<file path="config.mk">
export PLATFORM = sky130hd
export DESIGN_NAME = ow_serial_slave
export DESIGN_NICKNAME = d
export VERILOG_FILES = /design/src/rtl/ow_serial_slave.sv
export SDC_FILE = /design/constraint.sdc
export NUM_CORES = 1
export LEC_CHECK = 0
export CORE_MARGIN = 5
export CORE_UTILIZATION = 69
export CTS_CLUSTER_DIAMETER = 40
export DETAILED_ROUTE_END_ITERATION = 12
export DONT_BUFFER_PORTS = 1
export GPL_ROUTABILITY_DRIVEN = 0
export PLACE_DENSITY = 0.85
export REMOVE_ABC_BUFFERS = 1
export SLEW_MARGIN = 20
export SYNTH_ARGS = -nofsm -noshare
export SYNTH_HDL_FRONTEND = slang
export SYNTH_SLANG_ARGS = --single-unit
</file>
<file path="constraint.sdc">
create_clock -name clk -period 4.4 [get_ports clk]
set_input_delay 0.44 -clock clk [delete_from_list [all_inputs] [get_ports clk]]
set_output_delay 0.44 -clock clk [all_outputs]
set_load 0.05 [all_outputs]
</file>
<file path="src/rtl/ow_serial_slave.sv">
module ow_serial_slave #(
  parameter logic [63:0] ROM_VALUE    = 64'h5A3C96E1D24B8701,
  parameter int          RESET_US     = 480,
  parameter int          PRES_WAIT_US = 30,
  parameter int          PRES_LOW_US  = 120,
  parameter int          SAMPLE_US    = 30,
  parameter int          READ_HOLD_US = 15
) (
  input  logic clk,
  input  logic rst_n,
  input  logic us_tick,
  input  logic bus_in,
  output logic bus_pull
);
  localparam int TMAX1 = (PRES_LOW_US > PRES_WAIT_US) ? PRES_LOW_US : PRES_WAIT_US;
  localparam int TMAX2 = (SAMPLE_US > READ_HOLD_US) ? SAMPLE_US : READ_HOLD_US;
  localparam int TMAX  = (TMAX1 > TMAX2) ? TMAX1 : TMAX2;
  localparam int TW    = $clog2(TMAX + 2);
  localparam int LW    = $clog2(RESET_US + 1);

  localparam logic [TW-1:0] T_PW_LAST = TW'(PRES_WAIT_US - 1);
  localparam logic [TW-1:0] T_PL_LAST = TW'(PRES_LOW_US - 1);
  localparam logic [TW-1:0] T_SAMPLE  = TW'(SAMPLE_US);
  localparam logic [TW-1:0] T_HOLD    = TW'(READ_HOLD_US);
  localparam logic [LW-1:0] L_RESET   = LW'(RESET_US);

  typedef enum logic [2:0] {
    S_IDLE, S_RSTLOW, S_PWAIT, S_PLOW, S_CMD, S_READ, S_SRCH
  } state_t;

  state_t        state;
  logic [1:0]    sync;
  logic          line_prev;
  logic [LW-1:0] low_cnt;
  logic [TW-1:0] tcnt;
  logic          in_slot;
  logic          slot_rd;
  logic [5:0]    bit_idx;
  logic [2:0]    cmd_cnt;
  logic [7:0]    cmd_sr;
  logic [1:0]    phase;
  logic          pull_r;

  wire line_s   = sync[1];
  wire fall     = line_prev & ~line_s;
  wire long_low = (low_cnt == L_RESET);
  wire rom_bit  = ROM_VALUE[bit_idx];
  wire tx_bit   = (phase == 2'd1) ? ~rom_bit : rom_bit;
  wire slot_is_read = (state == S_READ) || (state == S_SRCH && phase != 2'd2);
  wire [7:0] next_cmd = {line_s, cmd_sr[7:1]};
  wire last_bit = (bit_idx == 6'd63);

  assign bus_pull = pull_r;

  always_ff @(posedge clk) begin
    if (!rst_n) begin
      state     <= S_IDLE;
      sync      <= 2'b11;
      line_prev <= 1'b1;
      low_cnt   <= '0;
      tcnt      <= '0;
      in_slot   <= 1'b0;
      slot_rd   <= 1'b0;
      bit_idx   <= '0;
      cmd_cnt   <= '0;
      cmd_sr    <= '0;
      phase     <= '0;
      pull_r    <= 1'b0;
    end else begin
      sync      <= {sync[0], bus_in};
      line_prev <= line_s;

      if (line_s)
        low_cnt <= '0;
      else if (us_tick && !long_low)
        low_cnt <= low_cnt + 1'b1;

      if (long_low && state != S_RSTLOW) begin
        state   <= S_RSTLOW;
        pull_r  <= 1'b0;
        in_slot <= 1'b0;
      end else begin
        case (state)
          S_IDLE: ;
          S_RSTLOW:
            if (line_s) begin
              state <= S_PWAIT;
              tcnt  <= '0;
            end
          S_PWAIT:
            if (us_tick) begin
              if (tcnt == T_PW_LAST) begin
                state  <= S_PLOW;
                tcnt   <= '0;
                pull_r <= 1'b1;
              end else
                tcnt <= tcnt + 1'b1;
            end
          S_PLOW:
            if (us_tick) begin
              if (tcnt == T_PL_LAST) begin
                state   <= S_CMD;
                pull_r  <= 1'b0;
                in_slot <= 1'b0;
                cmd_cnt <= '0;
              end else
                tcnt <= tcnt + 1'b1;
            end
          default: begin
            if (!in_slot) begin
              if (fall) begin
                in_slot <= 1'b1;
                tcnt    <= '0;
                slot_rd <= slot_is_read;
                pull_r  <= slot_is_read & ~tx_bit;
              end
            end else begin
              if (us_tick)
                tcnt <= tcnt + 1'b1;
              if (slot_rd && tcnt == T_HOLD) begin
                in_slot <= 1'b0;
                pull_r  <= 1'b0;
                if (state == S_READ) begin
                  if (last_bit) state <= S_IDLE;
                  else bit_idx <= bit_idx + 1'b1;
                end else
                  phase <= phase + 1'b1;
              end else if (!slot_rd && tcnt == T_SAMPLE) begin
                in_slot <= 1'b0;
                if (state == S_CMD) begin
                  cmd_sr  <= next_cmd;
                  cmd_cnt <= cmd_cnt + 1'b1;
                  if (cmd_cnt == 3'd7) begin
                    bit_idx <= '0;
                    phase   <= '0;
                    if (next_cmd == 8'h33 || next_cmd == 8'h0F)
                      state <= S_READ;
                    else if (next_cmd == 8'hF0)
                      state <= S_SRCH;
                    else
                      state <= S_IDLE;
                  end
                end else begin
                  phase <= '0;
                  if (line_s != rom_bit || last_bit)
                    state <= S_IDLE;
                  else
                    bit_idx <= bit_idx + 1'b1;
                end
              end
            end
          end
        endcase
      end
    end
  end
endmodule

</file>
==> results.ini <==
[outcome]
status = finished, final reports clean

[power]
p_leak_nw = 1.100
switchingPower_w = 0.0001426
clock_power_share_pct = 41.6
p_comb_share_pct = 1.8
p_sw_share_pct = 20.14
powerDensity_nw_per_um2 = 233.6
ir_drop_uv = 152.7
seqPwrFrac_pct = 56.5
intPower_w = 0.0005654

[place]
pre_cts_ws_ns = 1.052
dp.cells = 394
hpwlAfterDp_um = 4617
portBuffers = 0

[sta]
relSlewSlack_pct = 52.06
final_max_slew_viol_count = 0
worst_pin_slew_ns = 0.7126
setup_violations = 0
hold_viol_final = 0
fin_crit_ns = 3.519
period_share_pct = 79.97
rsz0062_at_grt = false
fin_ws_ns = 0.8812
fin_skew_ns = 0.004112
setup_tns_ns = 0
max_freq_mhz = 284.2

[grt]
grt_start_max_net_pins = 21
track_usage_pct = 25.77
grt-ovfl-total = 0
grt_pass1_vias = 2390
antenna_found_initial = 0
grt_pass1_wl_um = 11440

[clocking]
clkLatencyLatePin_ns = 0.30
cts_tree = built
cts_root_buffer = clkbuf_8
cts_hold_buf = 0
cts_setup_buffers = 0
cts_resized = 0
clk_path_buf_depth = 2
clk_pin_slew_ns = 0.08
htree_levels = 2
clock_sinks = 44
cts_buffers = 5

[route]
wl_met2_um = 3026
via_count = 2650
met3_length_um = 631
ant_nets = 0
dr.max_layer_used = met4
drcViolationCount = 0
drt_iter0_markers = 279
wl_met1_um = 2927
wirelength_um = 6743
drtPass1Iterations = 5
via_per_inst = 6.625
routedWlPerCell_um = 16.86

[synthesis]
ys_seq_area_share_pct = 29.84
yosysWarnings = 0
ys_types = 71
synthesis.area_um2 = 2952
syn_avg_cell_area_um2 = 8.222
synth_seq_cells = 44
yosysTopAreaCell = dfxtp_1
synthTopCellsByArea = dfxtp_1 (30%), ha_1 (7.2%), nor2_1 (6.0%)
synth_enable_flop_cells = 0
synthCells = 359
synthDominantCellAreaShare_pct = 29.84
ys_async_sr_fraction_pct = 0
synth-main-ff-cell = dfxtp_1

[worst_setup_path]
critPathMaxFanout = 20
worst-setup-path-type = flip-flop to flip-flop
crit_top_cell = nor3_1
cp-startpoint = state[2]
rr_startpoint = state[2]
critPathCaptureType = flip-flop
path_buf_inv = 0
cpMaxStageDelayCell = dfxtp_1
path_cells = nor3b_2 > a21boi_2 > nor3_1 > nand2_1 > o22ai_2 > ha_1 > nor3_1 > a21oi_1 > a311o_1 > nand4_1 > o211ai_1
cp-start-kind = flip-flop
crit_family = compound AO/OA/AOI/OAI gates
required_ns = 4.58
worstPathArrival_ns = 3.70
critical_path.max_stage_delay_ns = 0.76

[final_layout]
drive_above_1_share_pct = 6.571
fillers = 308
antenna_cells = 0
nets = 372
area_growth_pct = 2.671
instances_no_fill = 400

[floorplanning]
core_region_area_um2 = 4086
io_pins = 5
row_count = 23
initial_core_util_pct = 72.23
die_h_um = 75.41
die_w_um = 75.41
die_area_um2 = 5686

[min_path]
hold_path.class = input port to flip-flop
min_from = rst_n

[flow_run]
drv_cap = 0

cell usage after synthesis, types with 2 or more instances:
library cell	instances
buf_2	3
buf_6	2
nand3_1	12
dfxtp_1	44
inv_1	15
buf_4	2
and3_1	3
ha_1	17
a311oi_1	3
o22ai_2	2
a31oi_1	3
a21oi_1	15
or4_1	2
and4_1	2
nand3b_1	3
o21ai_0	12
o22ai_1	3
o211ai_1	3
a21o_1	2
o2111a_1	2
a21boi_2	2
clkbuf_1	8
o21ai_1	4
nand2_1	33
nor2_1	47
a211oi_1	3
and3b_1	3
nor4_1	4
nand4_1	10
nor3_1	13
a22o_1	2
and2_1	4
nor2b_1	11
xor2_1	10
nand2b_1	3
xnor2_1	5
mux2i_1	11
o32ai_1	2
a211o_1	2
sequential cells by signal (all words and copies together) (netlist names):
| signal | flops |
|---|---|
| line_prev | 1 |
| phase | 2 |
| sync | 2 |
| tcnt | 7 |
| bus_pull | 1 |
| state | 3 |
| low_cnt | 9 |
| rom_bit | 1 |
| cmd_sr | 7 |
| in_slot | 1 |
| bit_idx | 6 |
| slot_rd | 1 |
| cmd_cnt | 3 |
per-stage QoR:
stage	util [%]	cell area (µm²)	hold WS, ns	power, W
4_1_cts	74.16	3030	0.2128	0.0007097
2_1_floorplan	-	2869	0.3863	0.0004185
3_3_place_gp	71.74	2932	0.3883	0.0004219
6_report	74.16	3030	0.2103	0.0007080
5_1_grt	74.16	3030	0.2137	0.0007296
3_5_place_dp	71.74	2932	0.3941	0.0004224
worst register-to-register path: stages, from the launching register on:
cell and delay, ns:
dfxtp_1 0.76, nor3b_2 0.40, a21boi_2 0.52, nor3_1 0.15, nand2_1 0.19, o22ai_2 0.16
ha_1 0.27, nor3_1 0.33, a21oi_1 0.11, a311o_1 0.37, nand4_1 0.07, o211ai_1 0.08
power by group through the flow:
stage           logic (W)  clock network [W]  registers [W]
2_1_floorplan  0.00000935                  0       0.000409
3_3_place_gp    0.0000124                  0       0.000410
3_5_place_dp    0.0000127                  0       0.000410
4_1_cts         0.0000127           0.000297       0.000400
5_1_grt         0.0000144           0.000315       0.000400
6_report        0.0000129           0.000295       0.000400
cell type report:
type	count	area, µm²	share of cell area (%)
flip-flops and latches	44	880.8	29.07
well taps	50	62.56	2.064
clock buffers	5	68.82	2.271
clock inverters	1	30.03	0.9909
inverters	16	60.06	1.982
multi-input cells	284	1928	63.63
layout by cell type, fill, tap and decap left out, types with 2 or more instances in the layout:
cell type   n
o2111a_1    2
nor3_1     13
clkbuf_8    5
xor2_1     10
and3b_1     3
a211o_1     2
dfxtp_1    44
xnor2_1     5
a21boi_2    2
mux2i_1    11
nand2b_1    3
nand2_1    33
nor2b_1    11
o21ai_0    12
a311oi_1    3
o21ai_1     4
and3_1      3
o32ai_1     2
and2_1      4
o211ai_1    3
nand4_1    10
nand3_1    12
or4_1       2
a22o_1      2
o22ai_1     3
nand3b_1    3
inv_1      15
nor4_1      4
a31oi_1     3
a21o_1      2
nor2_1     47
ha_1       17
a211oi_1    3
and4_1      2
o22ai_2     2
a21oi_1    15
path summary, 6_finish.rpt:
kind | end | slack [ns] | cells past startpoint
max | rom_bit | 0.88 | 11
min | sync[1] | 0.21 | 1
min reg2reg | sync[1] | 0.42 | 1
max reg2reg | rom_bit | 0.88 | 11
logic make-up (layout without fill, tap and decap cells):
family	Yosys count	count (layout)	synth area share, %
and+or+nand+nor	162	162	29.25
AOI/OAI and AO/OA	79	79	20.69
muxes	11	11	3.731
DFF	44	44	29.84
adders and majority gates	17	17	7.206
xor gates and xnor gates	15	15	4.451
buffers and inverters	31	22	4.832
metal layers:
metal	vias to the layer above	global-route usage, %
met5	-	0
met3	24	7.388
met4	0	7.767
li1	1285	-
met1	1210	34.93
met2	131	39.88
No activity file was read; power rests on OpenSTA's default activity.
